===== src/rtl/pin_ctrl_pkg.sv =====
package pin_ctrl_pkg;

  localparam int IMG_W = 16;

  localparam int B_PULL_UP = 0;
  localparam int B_PULL_EN = 1;
  localparam int B_SLOW    = 2;
  localparam int B_FILT    = 4;
  localparam int B_ODRAIN  = 5;
  localparam int B_DRIVE   = 6;
  localparam int B_FUNC    = 8;
  localparam int B_LOCK    = 15;

  typedef struct packed {
    logic       lock;
    logic [2:0] func;
    logic       drive;
    logic       odrain;
    logic       filt;
    logic       slow;
    logic       pull_en;
    logic       pull_up;
  } pin_cfg_t;

  function automatic pin_cfg_t img_to_cfg(input logic [IMG_W-1:0] img);
    pin_cfg_t c;
    c.lock    = img[B_LOCK];
    c.func    = img[B_FUNC +: 3];
    c.drive   = img[B_DRIVE];
    c.odrain  = img[B_ODRAIN];
    c.filt    = img[B_FILT];
    c.slow    = img[B_SLOW];
    c.pull_en = img[B_PULL_EN];
    c.pull_up = img[B_PULL_UP];
    return c;
  endfunction

  function automatic logic [IMG_W-1:0] cfg_to_img(input pin_cfg_t c);
    logic [IMG_W-1:0] img;
    img              = '0;
    img[B_LOCK]      = c.lock;
    img[B_FUNC +: 3] = c.func;
    img[B_DRIVE]     = c.drive;
    img[B_ODRAIN]    = c.odrain;
    img[B_FILT]      = c.filt;
    img[B_SLOW]      = c.slow;
    img[B_PULL_EN]   = c.pull_en;
    img[B_PULL_UP]   = c.pull_up;
    return img;
  endfunction

endpackage


===== src/rtl/pcr_wr_decode.sv =====
module pcr_wr_decode #(
  parameter int NUM_PINS = 32,
  parameter int ADDR_W   = 6,
  parameter int HALF     = NUM_PINS / 2
) (
  input  logic                bus_wr,
  input  logic [ADDR_W-1:0]   bus_addr,
  input  logic [HALF-1:0]     bcast_mask,
  output logic [NUM_PINS-1:0] pin_we
);

  localparam logic [ADDR_W-1:0] LO_ADDR = ADDR_W'(NUM_PINS);
  localparam logic [ADDR_W-1:0] HI_ADDR = ADDR_W'(NUM_PINS + 1);

  logic lo_hit;
  logic hi_hit;

  always_comb begin
    lo_hit = bus_wr && (bus_addr == LO_ADDR);
    hi_hit = bus_wr && (bus_addr == HI_ADDR);
  end

  for (genvar i = 0; i < NUM_PINS; i++) begin : g_pin
    logic own_hit;
    logic grp_hit;
    always_comb own_hit = bus_wr && (bus_addr == ADDR_W'(i));
    if (i < HALF) begin : g_lo
      always_comb grp_hit = lo_hit && bcast_mask[i];
    end else begin : g_hi
      always_comb grp_hit = hi_hit && bcast_mask[i-HALF];
    end
    always_comb pin_we[i] = own_hit || grp_hit;
  end

endmodule


===== src/rtl/pcr_pin_slot.sv =====
module pcr_pin_slot
  import pin_ctrl_pkg::*;
(
  input  logic             clk,
  input  logic             rst_n,
  input  logic             we,
  input  logic [IMG_W-1:0] wval,
  output pin_cfg_t         cfg
);

  pin_cfg_t cfg_q;
  pin_cfg_t cfg_nxt;
  logic     upd;

  always_comb begin
    upd     = we && !cfg_q.lock;
    cfg_nxt = cfg_q;
    if (upd) cfg_nxt = img_to_cfg(wval);
  end

  always_ff @(posedge clk or negedge rst_n) begin
    if (!rst_n)   cfg_q <= '0;
    else if (upd) cfg_q <= cfg_nxt;
  end

  assign cfg = cfg_q;

endmodule


===== src/rtl/pcr_read_port.sv =====
module pcr_read_port
  import pin_ctrl_pkg::*;
#(
  parameter int NUM_PINS = 32,
  parameter int ADDR_W   = 6,
  parameter int PIN_W    = $clog2(NUM_PINS)
) (
  input  logic                            clk,
  input  logic                            rst_n,
  input  logic                            bus_rd,
  input  logic [ADDR_W-1:0]               bus_addr,
  input  logic [NUM_PINS-1:0][IMG_W-1:0]  img,
  output logic [31:0]                     bus_rdata
);

  logic [31:0] rdata_q;
  logic [31:0] rdata_nxt;

  always_comb begin
    rdata_nxt = '0;
    if (bus_rd && (bus_addr < ADDR_W'(NUM_PINS)))
      rdata_nxt = {{(32-IMG_W){1'b0}}, img[bus_addr[PIN_W-1:0]]};
  end

  always_ff @(posedge clk or negedge rst_n) begin
    if (!rst_n) rdata_q <= '0;
    else        rdata_q <= rdata_nxt;
  end

  assign bus_rdata = rdata_q;

endmodule


===== src/rtl/pin_ctrl_bank.sv =====
module pin_ctrl_bank
  import pin_ctrl_pkg::*;
#(
  parameter int NUM_PINS = 32,
  parameter int ADDR_W   = $clog2(NUM_PINS + 2)
) (
  input  logic                  clk,
  input  logic                  rst_n,
  input  logic                  bus_wr,
  input  logic                  bus_rd,
  input  logic [ADDR_W-1:0]     bus_addr,
  input  logic [31:0]           bus_wdata,
  output logic [31:0]           bus_rdata,
  output logic [NUM_PINS-1:0]   pull_en,
  output logic [NUM_PINS-1:0]   pull_up,
  output logic [NUM_PINS-1:0]   slow_slew,
  output logic [NUM_PINS-1:0]   filt_en,
  output logic [NUM_PINS-1:0]   open_drain,
  output logic [NUM_PINS-1:0]   high_drive,
  output logic [3*NUM_PINS-1:0] func_sel
);

  localparam int HALF = NUM_PINS / 2;

  logic [NUM_PINS-1:0]            pin_we;
  logic [NUM_PINS-1:0]            lock_vec;
  logic [NUM_PINS-1:0][IMG_W-1:0] img;

  pcr_wr_decode #(
    .NUM_PINS (NUM_PINS),
    .ADDR_W   (ADDR_W),
    .HALF     (HALF)
  ) dec_i (
    .bus_wr     (bus_wr),
    .bus_addr   (bus_addr),
    .bcast_mask (bus_wdata[16 +: HALF]),
    .pin_we     (pin_we)
  );

  for (genvar i = 0; i < NUM_PINS; i++) begin : g_slot
    pin_cfg_t cfg;
    pcr_pin_slot slot_i (
      .clk   (clk),
      .rst_n (rst_n),
      .we    (pin_we[i]),
      .wval  (bus_wdata[IMG_W-1:0]),
      .cfg   (cfg)
    );
    always_comb begin
      img[i]           = cfg_to_img(cfg);
      lock_vec[i]      = cfg.lock;
      pull_en[i]       = cfg.pull_en;
      pull_up[i]       = cfg.pull_up;
      slow_slew[i]     = cfg.slow;
      filt_en[i]       = cfg.filt;
      open_drain[i]    = cfg.odrain;
      high_drive[i]    = cfg.drive;
      func_sel[3*i +: 3] = cfg.func;
    end
  end

  pcr_read_port #(
    .NUM_PINS (NUM_PINS),
    .ADDR_W   (ADDR_W)
  ) rd_i (
    .clk       (clk),
    .rst_n     (rst_n),
    .bus_rd    (bus_rd),
    .bus_addr  (bus_addr),
    .img       (img),
    .bus_rdata (bus_rdata)
  );

endmodule


===== config.mk =====
export PLATFORM = sky130hd
export DESIGN_NAME = pin_ctrl_bank
export DESIGN_NICKNAME = d
export VERILOG_FILES = /design/src/rtl/pin_ctrl_pkg.sv /design/src/rtl/pcr_wr_decode.sv /design/src/rtl/pcr_pin_slot.sv /design/src/rtl/pcr_read_port.sv /design/src/rtl/pin_ctrl_bank.sv
export SDC_FILE = /design/constraint.sdc
export NUM_CORES = 1
export LEC_CHECK = 0
export BUFFER_PORTS_ARGS = -buffer_cell sky130_fd_sc_hd__buf_4
export CORE_ASPECT_RATIO = 0.7
export CORE_MARGIN = 10
export CORE_UTILIZATION = 25
export CTS_BUF_LIST = sky130_fd_sc_hd__clkbuf_4
export DETAILED_ROUTE_END_ITERATION = 10
export PLACE_DENSITY_LB_ADDON = 0.1
export SYNTH_ARGS = -nofsm -noshare
export SYNTH_HDL_FRONTEND = slang
export SYNTH_SLANG_ARGS = --single-unit

===== constraint.sdc =====
create_clock -name clk -period 1.9 [get_ports clk]
set_input_delay 0.095 -clock clk [delete_from_list [all_inputs] [get_ports clk]]
set_output_delay 0.095 -clock clk [all_outputs]
set_load 0.01 [all_outputs]

==> Word-level counts from Yosys, hierarchy flattened <==
Cells that the tools add are included.
{ "word_totals": {"register_bits": 352, "input_bits": 42} }
{ "classes": {"magnitude_cmp": 2, "mux": 3, "eq_ne": 33, "reduce_logical": 164} }
{ "ops": {"columns": ["op", "n"], "rows": [
  ["$logic_and 1x1->1", 99],
  ["$eq 6x5->1 const B", 16],
  ["$bmux 16 s5", 1],
  ["$eq 6x4->1 const B", 8],
  ["$logic_not 1->1", 32],
  ["$logic_or 1x1->1", 32],
  ["$mux 16", 2],
  ["$eq 6x3->1 const B", 4],
  ["$eq 6x2->1 const B", 2],
  ["$eq 6x6->1 const B", 2],
  ["$eq 6x1->1 const B", 1],
  ["$logic_not 6->1", 1],
  ["$lt 5x6->1 const B", 1],
  ["$lt 6x6->1 const B", 1]
]} }

==> Depth between registers and ports, before layout <==
Gate-level depths: netlist of run 1.
{ "depth": {"ltp_word": 5, "mapped_depth": 8} }

==> By module <==
A second synthesis of run 1 with hierarchy kept.
{ "unflattened": {"hier_cells": 1133, "hier_area_um2": 18697.9} }
{ "by_module_without_submodules": {"columns": ["mod", "cells_per_inst", "instances", "area_each_um2"], "rows": [
  ["pcr_pin_slot", 22, 32, 419.2],
  ["pcr_read_port", 351, 1, 4725.8],
  ["pcr_wr_decode", 77, 1, 555.5],
  ["pin_ctrl_bank", 1, 1, 3.8]
]} }

==> Least setup slack after synthesis of run 1 <==
OpenSTA, ideal clock, no wires.
{ "synth_timing": {"kind": "input-to-reg", "start": "in bus_addr[0]", "end": "reg rd_i.rdata_q[0], in the netlist rd_i.bus_rdata[0]", "setup_slack_ns": 0.152, "setup_time_ns": 0.126, "n_path_buf": 4, "arrival_time_ns": 1.622, "required_time_ns": 1.774, "stages": 8, "path_cell_list": "buf_6 buf_6 buf_4 buf_2 mux2_2 a221oi_1 o211ai_1 o311a_1"} }
{ "synth_between": {"elab_chain_cells": 3, "word_cells_on_any_way": 5} }
{ "synth_rtl": {"columns": ["element", "line_no", "rtl"], "rows": [
  ["start: declaration", "pin_ctrl_bank.sv:11", "input logic [ADDR_W-1:0] bus_addr,"],
  ["$bmux 16 s5 / $lt 6x6->1 (equally long branches)", "pcr_read_port.sv:22, pcr_read_port.sv:21", null],
  ["$mux 16 (implied by the code) / $logic_and 1x1->1 (equally long branches)", "pcr_read_port.sv:22, pcr_read_port.sv:21", null],
  ["$mux 16 *", "pcr_read_port.sv:21", "if (bus_rd && (bus_addr < ADDR_W'(NUM_PINS)))"],
  ["named net rd_i.rdata_nxt[0]", "pcr_read_port.sv:17", "logic [31:0] rdata_nxt;"],
  ["end signal: assignment", "pcr_read_port.sv:27", "else rdata_q <= rdata_nxt;"],
  ["end: declaration", "pcr_read_port.sv:16", "logic [31:0] rdata_q;"]
]} }
The timed path passes the listed nets; every way through them passes the cells marked *. The select of a mux whose other input is x is not followed.
A chain may end at the register's enable or synchronous reset.

==> Final worst setup path of run 1 <==
{ "layout_timing": {"start": "in bus_addr[5]", "end": "reg g_slot[3].slot_i.cfg_q (netlist bit g_slot[3].slot_i.cfg[9])"} }
{ "layout_between": {"elab_chain_cells": 5, "word_cells_on_any_way": 7} }
{ "layout_rtl": {"columns": ["element", "line_no", "rtl"], "rows": [
  ["$eq 6x6->1", "pcr_wr_decode.sv:19", "lo_hit = bus_wr && (bus_addr == LO_ADDR);"],
  ["$logic_and 1x1->1", "pcr_wr_decode.sv:19", null],
  ["$logic_and 1x1->1", "pcr_wr_decode.sv:28", "always_comb grp_hit = lo_hit && bcast_mask[i];"],
  ["$logic_or 1x1->1 *", "pcr_wr_decode.sv:32", "always_comb pin_we[i] = own_hit || grp_hit;"],
  ["$logic_and 1x1->1 *", "pcr_pin_slot.sv:16", "upd = we && !cfg_q.lock;"],
  ["end signal: assignment", "pcr_pin_slot.sv:23", "else if (upd) cfg_q <= cfg_nxt;"],
  ["end: declaration", "pcr_pin_slot.sv:11", "pin_cfg_t cfg_q;"]
]} }
Mark *: on every way between the ends. The rest lies on a longest branch, timed or not.

==> results.cfg, run 1 <==
[sta]
clock.fmax_ghz = 0.530
worst_clock_skew_ns = 0.0569
worst_pin_slew_ns = 0.588
hold_violations = 0
setup_viol = 0
fin_crit_sh_pct = 99.3
final_max_slew_viol_count = 0
relSlewSlack_pct = 60.6
rsz0062_at_grt = false
period_needed_ns = 1.89
setup_ws_ns = 0.0125

[layout]
seq_area_um2 = 8260
drive_gt1_share_pct = 60.0
area_delta_synth_final_pct = 25.4
fin_nets = 1677
n_fill_cell = 7268
multiInputGateArea_um2 = 7130
post-route-util_pct = 31.6
finalNonFillerCells = 2670

[detailed_routing]
wl_met1_mm = 33.9
wl_met3_mm = 4.37
wire_per_inst_um = 26.6
route.detailed.drc = 0
drtIter0Drc = 656
drt-total-wl_mm = 70.9
topRoutingLayerUsed = met4
drtPass1Iterations = 5
wl_met2_mm = 31.5
vias_per_cell = 4.50
num_vias = 12000
antenna_left = 0

[pwr]
p_leak_nw = 10.8
power_density_nw_per_um2 = 995
p_seq_share_pct = 42.2
p_clk_share_pct = 31.7
p_sw_share_pct = 31.7
intPower_mw = 15.3
pwr-share-comb_pct = 26.1
ir_drop_mv = 0.305
netSwitchingPower_mw = 7.13

[critical_path]
cp-start-kind = input pin
required_ns = 2.69
end_kind = flop
path_class = in -> reg
critPathMaxFanout = 15
critPathArrivalTime_ns = 2.68

[floorplanning]
die_w_um = 341
die_h_um = 245
core_um2 = 71500
ios = 362
initial_core_util_pct = 25.2
die-area_um2 = 83300
fp-row-count = 82

[synthesis]
syn_avg_cell_area_um2 = 13.1
netlist_instances = 1378
synth-seq-cells = 330
synthDistinctLibCells = 48
yosysWarningCount = 0
yosysSeqAreaShare_pct = 45.9
syn_area_um2 = 18000

[place]
place_worst_setup_slack_ns = -0.121
dp.cells = 2438
finalWeightedCongestion = 0.817
portBuffers = 333
dp_hpwl_mm = 52.4

[clock_tree]
clk_pin_slew_ns = 0.06
htreeDepth = 3
cts_root_buffer = clkbuf_4
clock_path_buffers = 3
insertion_delay_ns = 0.90
numClockSinks = 330
numCtsBuffers = 94
cts_tree = done

[global_routing]
grt.total_usage_pct = 16.7
grt_pass1_wl_mm = 101
grt_antenna_before_repair = 4
grt_overflow_total = 0
grt_pass1_vias = 12900
grt_max_degree = 47

[outcome]
status = completed

[min_path]
hold_path_class = in -> reg

[job]
drv_cap = 0
[path summary, 6_finish.rpt]
| path | startpoint | slack (ns) | cells after the start | end |
|---|---|---|---|---|
| max reg2reg | g_slot[19].slot_i.cfg[6]$_DFFE_PN0P_ | 0.11 | 5 | rd_i.bus_rdata[8]$_DFF_PN0_ |
| min | bus_addr[3] | 0.04 | 5 | g_slot[4].slot_i.cfg[9]$_DFFE_PN0P_ |
| min in group asynchronous | rst_n | 0.48 | 4 | g_slot[2].slot_i.cfg[3]$_DFFE_PN0P_ |
| max in group asynchronous | rst_n | 0.91 | 5 | g_slot[18].slot_i.cfg[0]$_DFFE_PN0P_ |
| min reg2reg | g_slot[8].slot_i.cfg[9]$_DFFE_PN0P_ | 0.50 | 1 | g_slot[8].slot_i.cfg[9]$_DFFE_PN0P_ |
| max | bus_addr[5] | 0.01 | 9 | g_slot[3].slot_i.cfg[9]$_DFFE_PN0P_ |
[synthesized netlist by cell type (all sizes together)]
cell type	instances	share of area [%]
buf	348	14
dfrtp	330	46
mux2	300	19
mux4	61	7.6
nand3	49	1.4
mux2i	47	2.6
clkbuf	42	0.88
nand2	34	0.71
a21o	24	1.0
a21oi	24	1.9
nor2	16	0.40
and2	10	0.35
nor2b	10	0.35
o221ai	9	0.44
o311a	9	0.50
a221oi	6	0.29
nand2b	6	0.21
o211ai	6	0.25
nand3b	5	0.21
a31o	4	0.19
and3b	4	0.19
a32oi	3	0.15
inv	3	0.063
o2111ai	3	0.15
o21bai	3	0.13
o22a	3	0.15
a211o	2	0.097
a211oi	2	0.083
nand4b	2	0.13
nor3b	2	0.083
nor4b	2	0.26
a22oi	1	0.042
a41o	1	0.056
conb	1	0.021
nor3	1	0.056
nor4	1	0.12
nor4bb	1	0.056
o221a	1	0.063
o22ai	1	0.035
o31ai	1	0.042
[cells in the final DEF, fill, tap and decap left out, drive strengths merged, types with 2 or more instances in the layout]
master	n
conb	22
o311a	9
clkinv	16
mux2i	47
nand3	49
o211ai	6
a32oi	3
o2111ai	3
dlymetal6s4s	2
mux2	300
nor2b	10
a31o	4
a21o	24
nand2	34
nand3b	5
o21bai	3
o221ai	9
diode	5
mux4	61
a221oi	6
a21oi	24
o22a	3
a211oi	2
dlygate4sd3	54
bufinv	4
nor3b	2
and3b	4
dfrtp	330
nand4b	2
nor2	16
clkbuf	138
nor4b	2
and2	10
buf	474
inv	4
a211o	2
nand2b	6
[flip-flops by register name (all words and copies together) (netlist names)]
signal and flops:
g_slot.slot_i.cfg 320, rd_i.bus_rdata 10
[logic make-up after synthesis]
logic type	synth area share [%]
mux	29.0
flops	45.9
buf+inv	15.1
compound gates	5.51
simple gates	4.49
other cells	0.0208
[power groups by stage]
stage          combinational [mW]  sequential, mW  clock, mW
2_1_floorplan                4.32            9.08          0
3_5_place_dp                 5.91            9.63          0
3_3_place_gp                 5.85            9.62          0
6_report                     5.86            9.48       7.12
5_1_grt                      6.29            9.67       7.80
4_1_cts                      6.01            9.50       7.42
[per-stage QoR]
stage	area, um2	power [mW]	TNS [ns]	hold WS (ns)
floorplan	18100	13.4	0	-0.201
global placement	20700	15.5	-11.25	0.0349
detailed placement	20700	15.5	-11.68	0.0353
CTS	22500	22.9	0	0.00874
global route	22600	23.8	0	-0.0185
finish	22600	22.5	0	0.0431
[critical path: stages]
cell and delay [ns]:
dlygate4sd3_1 0.55, buf_6 0.16, and3b_1 0.21, buf_4 0.17, nand3_1 0.13, dlygate4sd3_1 0.57, nand2_1 0.05, dlygate4sd3_1 0.55
a21o_1 0.17
[layer usage]
layer | track usage, % | up-vias
li1 | - | 5209
met3 | 4.62 | 79
met1 | 23.5 | 6374
met5 | 0 | -
met2 | 25.2 | 353
met4 | 3.56 | 0
[area by class of cell]
type | count | area share [%]
multi-input cells | 676 | 31.6
flip-flops and latches | 330 | 36.6
clock inverters | 22 | 0.848
clock buffers | 138 | 4.59
inverters | 3 | 0.0499
repair buffers | 530 | 20.9
diodes | 5 | 0.0554
well taps | 966 | 5.35
[what timing repair did]
action	in CTS	in global routing
gates resized for setup	0	9
endpoints found under the hold margin	660	1
buffers inserted	0	10
setup endpoints to repair	0	4
hold buffers	57	1
No activity file was read; power rests on OpenSTA's default activity.
==> run 2, diff against run 1 <==
- SYNTH_HIERARCHICAL: default -> 1
==> results.cfg, run 2 <==
[global_routing]
grt_pass1_wl_mm = 108
grt_antenna_before_repair = 9
grt_overflow_total = 0
grt_pass1_vias = 14300
grt.total_usage_pct = 17.1
grt_max_degree = 72

[layout]
mostFrequentLayoutCell = buf_4
layout_common_cells = 442 x buf_4, 336 x dfrtp_1, 288 x mux2_4
seq_area_um2 = 8410
drive_gt1_share_pct = 56.7
n_fill_cell = 7304
fin_area_um2 = 26200
multiInputGateArea_um2 = 10200
largest_register_ffs = 320
area_delta_synth_final_pct = 40.3
fin_nets = 1948

[detailed_routing]
drtIter0Drc = 614
vias_per_cell = 4.44
route.detailed.drc = 0
drtPass1Iterations = 5
num_vias = 13100
wire_per_inst_um = 25.4
antenna_left = 0
drt-total-wl_mm = 75.0

[sta]
hold_violations = 0
worst_pin_slew_ns = 0.693
clock.fmax_ghz = 0.507
rsz0062_at_grt = false
fin_crit_sh_pct = 104
period_needed_ns = 1.97
setup_viol = 15
relSlewSlack_pct = 53.7
final_max_slew_viol_count = 0
setup_ws_ns = -0.0706
whs_ns = 0.127
worst_clock_skew_ns = 0.0341

[outcome]
status = finished with violations
violations = negative setup slack

[critical_path]
cp-start-kind = input pin
required_ns = 2.61
worstPathCellList = buf_4 > dlygate4sd3_1 > or3b_4 > dlygate4sd3_1 > o22ai_1 > nor2b_4 > buf_12 > mux2_4
crit_family = buffers and inverters
cp_num_buf_inv = 4
path_class = in -> reg
end_kind = flop
critPathMaxFanout = 9
critPathArrivalTime_ns = 2.68
slowest_delay_ns = 0.61
crit_slowest_cell = dlygate4sd3_1
cp_common_cell = dlygate4sd3_1

[floorplanning]
fp-row-count = 83
ios = 362
die-area_um2 = 86300
die_h_um = 249
die_w_um = 347
core_um2 = 73700
initial_core_util_pct = 25.4

[synthesis]
netlist.area_leader.share_pct = 45.0
yosysMostFrequentCell = dfrtp_1
synth-seq-cells = 336
yosys-top-cells-area = dfrtp_1 45%, mux2_4 23%, mux4_2 13%, mux2i_1 3.5%, nor2b_4 2.4%
syn_avg_cell_area_um2 = 16.5
synth_edf_count = 0
synthTopCellsByCount = 336 x dfrtp_1, 288 x mux2_4, 104 x mux4_2, 65 x mux2i_1, 38 x buf_6
yosysWarningCount = 6
synth_top_cell_by_area = dfrtp_1
netlist_instances = 1133
yosysSeqAreaShare_pct = 45.0
syn_area_um2 = 18700
synthArstFlopShare_pct = 100
synthDistinctLibCells = 50
yosys_most_used_dff = dfrtp_1

[place]
dp_hpwl_mm = 53.5
postPlaceCellArea_um2 = 24100
portBuffers = 339
finalWeightedCongestion = 0.762
place_worst_setup_slack_ns = -0.219

[clock_tree]
numCtsBuffers = 97
clock_path_buffers = 3
insertion_delay_ns = 0.85
numClockSinks = 336
postCtsSetupRepairBufs = 0
clk_pin_slew_ns = 0.07
htreeDepth = 3
cts_root_buffer = clkbuf_4
cts_tree = done

[pwr]
p_total_mw = 24.2
ir_drop_mv = 0.442
p_leak_nw = 12.5
power_density_nw_per_um2 = 923

[job]
drv_cap = 0

[min_path]
hold_path_class = in -> reg
## run 2: changes by cell type after synthesis, sizes merged, moves of 16 or more
cell    previous run  this run
clkbuf            42        15
a221o              0        16
nand2             34        13
nor2b             10        38
nand3             49         4
a31oi              0        16
a21oi             24         1
buf              348        90
mux4              61       112
mux2i             47        65
## run 2: kinds of logic after synthesis
logic type	Yosys count	synth area share, %
AO/OA/AOI/OAI	139	5.96
buffers and inverters	107	4.80
flip-flops	336	45.0
multiplexers	465	40.3
other	2	0.0402
AND/OR/NAND/NOR	84	3.97
## run 2: layout make-up
cell class,instances,share of cell area (%)
multi-input cells,896,38.9
flip-flops and latches,336,32.0
repair buffers,573,19.6
well taps,977,4.66
clock buffers,141,4.03
clock inverters,24,0.658
diodes,7,0.0668
inverters,2,0.0286
## run 2: final timing paths
check	startpoint	slack (ns)	cells past startpoint	endpoint
max in group asynchronous	rst_n	0.77	6	g_slot[26].slot_i/cfg[1]$_DFFE_PN0P_
worst max register to register	g_slot[0].slot_i/cfg[3]$_DFFE_PN0P_	0.04	5	rd_i/bus_rdata[4]$_DFF_PN0_
worst max-delay path	bus_addr[5]	-0.07	8	g_slot[1].slot_i/cfg[3]$_DFFE_PN0P_
worst min register to register	g_slot[0].slot_i/cfg[9]$_DFFE_PN0P_	0.53	1	g_slot[0].slot_i/cfg[9]$_DFFE_PN0P_
worst min-delay path	bus_addr[2]	0.13	6	g_slot[10].slot_i/cfg[9]$_DFFE_PN0P_
min in group asynchronous	rst_n	0.41	4	g_slot[4].slot_i/cfg[1]$_DFFE_PN0P_
## run 2: metrics by stage
| step | std cells | TNS, ns | util, % |
|---|---|---|---|
| finish | 2956 | -0.716 | 35.6 |
| global route | 2952 | 0 | 35.6 |
| CTS | 2952 | 0 | 35.6 |
| detailed placement | 2705 | -36.31 | 32.8 |
| global placement | 2705 | -40.79 | 32.8 |
| floorplan | 1339 | -6.20 | - |
## run 2: metal layers
layer	global-route usage, %	share of wire, %	vias to the layer above
li1	-	-	5771
met1	25.1	50	6905
met2	24.8	43	360
met3	4.53	5.3	73
met4	3.78	1.4	6
met5	0	0.045	-
## run 2: power by group
group,switching [mW],leakage (nW),internal (mW),total [mW]
sequential,1.34,4.38,8.46,9.81
clock,3.39,0.739,3.77,7.17
combinational,2.95,7.41,4.30,7.25
total,7.68,12.5,16.5,24.2
## run 2: what timing repair did
item	4_1_cts	5_1_grt
setup endpoints to repair	0	44
hold buffers	82	0
gates resized for setup	0	9
hold endpoints to repair	672	0
## run 2: worst min-delay path: cells and delay by family
| family | cells | cell delay, ns |
|---|---|---|
| buffers and inverters | 2 | 0.23 |
| AND/OR/NAND/NOR | 2 | 0.17 |
| AO/OA/AOI/OAI | 2 | 0.42 |
==> run 3, diff against run 2 <==
--- a/config.mk
+++ b/config.mk
@@ -13,2 +13,3 @@
 export DETAILED_ROUTE_END_ITERATION = 10
+export GPL_TIMING_DRIVEN = 0
 export PLACE_DENSITY_LB_ADDON = 0.1
--- a/constraint.sdc
+++ b/constraint.sdc
@@ -3,2 +3,2 @@
 set_output_delay 0.095 -clock clk [all_outputs]
-set_load 0.01 [all_outputs]
+set_load 0.1 [all_outputs]
==> results.cfg, run 3 (synthesis results as in run 2) <==
[outcome]
status = finished with violations
violations = negative setup slack

[sta]
setup_ws_ns = -0.0558
worst_clock_skew_ns = 0.0565
period_needed_ns = 1.96
final_max_slew_viol_count = 0
clock.fmax_ghz = 0.511
fin_crit_sh_pct = 103
relSlewSlack_pct = 22.5
hold_violations = 0
worst_pin_slew_ns = 1.15
setup_viol = 3
rsz0062_at_grt = false
finalSetupTns_ns = -0.0732

[pwr]
p_leak_nw = 12.1
ir_drop_mv = 0.935
power_density_nw_per_um2 = 1270

[min_path]
min_from = bus_rd
hold_path_class = in -> reg

[place]
portBuffers = 335
dp.cells = 2654
finalWeightedCongestion = 0.804
dp_hpwl_mm = 55.9

[layout]
n_fill_cell = 7286
finalNonFillerCells = 2899
multiInputGateArea_um2 = 10200
drive_gt1_share_pct = 54.7
fin_nets = 1889
layout_common_cells = 360 x buf_4, 332 x dfrtp_1, 288 x mux2_4
largest_register_ffs = 320
seq_area_um2 = 8410
mostFrequentLayoutCell = buf_4
area_delta_synth_final_pct = 35.1

[detailed_routing]
route.detailed.drc = 0
drtIter0Drc = 672
num_vias = 13000
wire_per_inst_um = 27.0
drt-total-wl_mm = 78.4
antenna_left = 0
drtPass1Iterations = 5
vias_per_cell = 4.50

[critical_path]
reg2reg_slack_ns = -0.06
path_class = reg -> reg
cp-start-kind = flop
rr_startpoint = g_slot[10].slot_i/cfg[6]$_DFFE_PN0P_
crit_start = g_slot[10].slot_i/cfg[6]$_DFFE_PN0P_
required_ns = 2.64
end_kind = flop
critPathMaxFanout = 3
critPathArrivalTime_ns = 2.69

[clock_tree]
cts_tree = done
htreeDepth = 3
postCtsSetupRepairBufs = 0
insertion_delay_ns = 0.89
clk_pin_slew_ns = 0.07
numClockSinks = 336
clock_path_buffers = 3
cts_root_buffer = clkbuf_4
numCtsBuffers = 98

[global_routing]
grt_pass1_vias = 13800
grt_pass1_wl_mm = 110
grt_antenna_before_repair = 12
grt.total_usage_pct = 17.7
grt_overflow_total = 0
grt_max_degree = 111

[floorplanning]
core_um2 = 73700
die-area_um2 = 86300
ios = 362
die_w_um = 347
initial_core_util_pct = 25.4
fp-row-count = 83
die_h_um = 249

[job]
drv_cap = 0
## run 3: cell types whose count changed in the layout (fill, tap and decap cells not counted), sizes merged
cell and delta:
buf -65, clkbuf +14, clkinv +10, dlygate4sd3 -7, bufinv -3, diode -3, inv -2, dlymetal6s4s -1
## run 3: worst max-delay path, cell delays in order (launching register included)
cell and delay, ns:
dfrtp_1 0.41, mux4_2 0.53, mux2i_1 0.51, a221o_1 0.32, a31oi_1 0.06
## run 3: per-layer routing
metal | GRT usage (%) | part of all wire (%) | up-vias
li1 | - | - | 5664
met1 | 25.9 | 50 | 6903
met2 | 25.4 | 42 | 372
met3 | 5.01 | 5.9 | 101
met4 | 4.04 | 1.7 | 6
met5 | 0 | 0.036 | -
## run 3: per-stage QoR
step	hold slack, ns	setup slack (ns)	util, %	instance area, um2	power [mW]
after floorplan	-0.201	-0.0388	-	19500	21.4
after global placement	0.467	-3.23	31.5	23200	25.2
after detailed placement	0.0234	-0.676	31.6	23300	25.3
after CTS	0.00922	0.00673	34.2	25200	32.5
after global routing	0.102	0.00850	34.3	25300	33.5
final	0.159	-0.0558	34.3	25300	32.1
## run 3: repair_timing
action | in CTS | in global routing
hold endpoints to repair | 616 | 0
hold buffers | 72 | 0
setup endpoints to repair | 0 | 27
resized for setup | 0 | 7
## run 3: power breakdown
part | internal (mW) | switching (mW)
registers | 8.46 | 1.33
clock network | 3.40 | 3.44
logic | 4.14 | 11.3
total | 16.0 | 16.1
## run 3: area by class of cell
type	count	share of cell area (%)
plain buffers	104	3.54
inverters	2	0.0297
multi-input cells	896	40.4
clock inverters	29	0.451
clock buffers	142	4.22
flip-flops and latches	336	33.3
diodes	4	0.0396
repair buffers	409	13.2
well taps	977	4.84
## run 3: final timing paths
check / end / cells past startpoint
min in group asynchronous: g_slot[1].slot_i/cfg[8]$_DFFE_PN0P_ / 4
hold / removal: rd_i/bus_rdata[12]$_DFF_PN0_ / 5
setup / recovery: rd_i/bus_rdata[8]$_DFF_PN0_ / 4
setup reg to reg: rd_i/bus_rdata[8]$_DFF_PN0_ / 4
max in group asynchronous: g_slot[24].slot_i/cfg[8]$_DFFE_PN0P_ / 5
hold reg to reg: g_slot[8].slot_i/cfg[8]$_DFFE_PN0P_ / 1
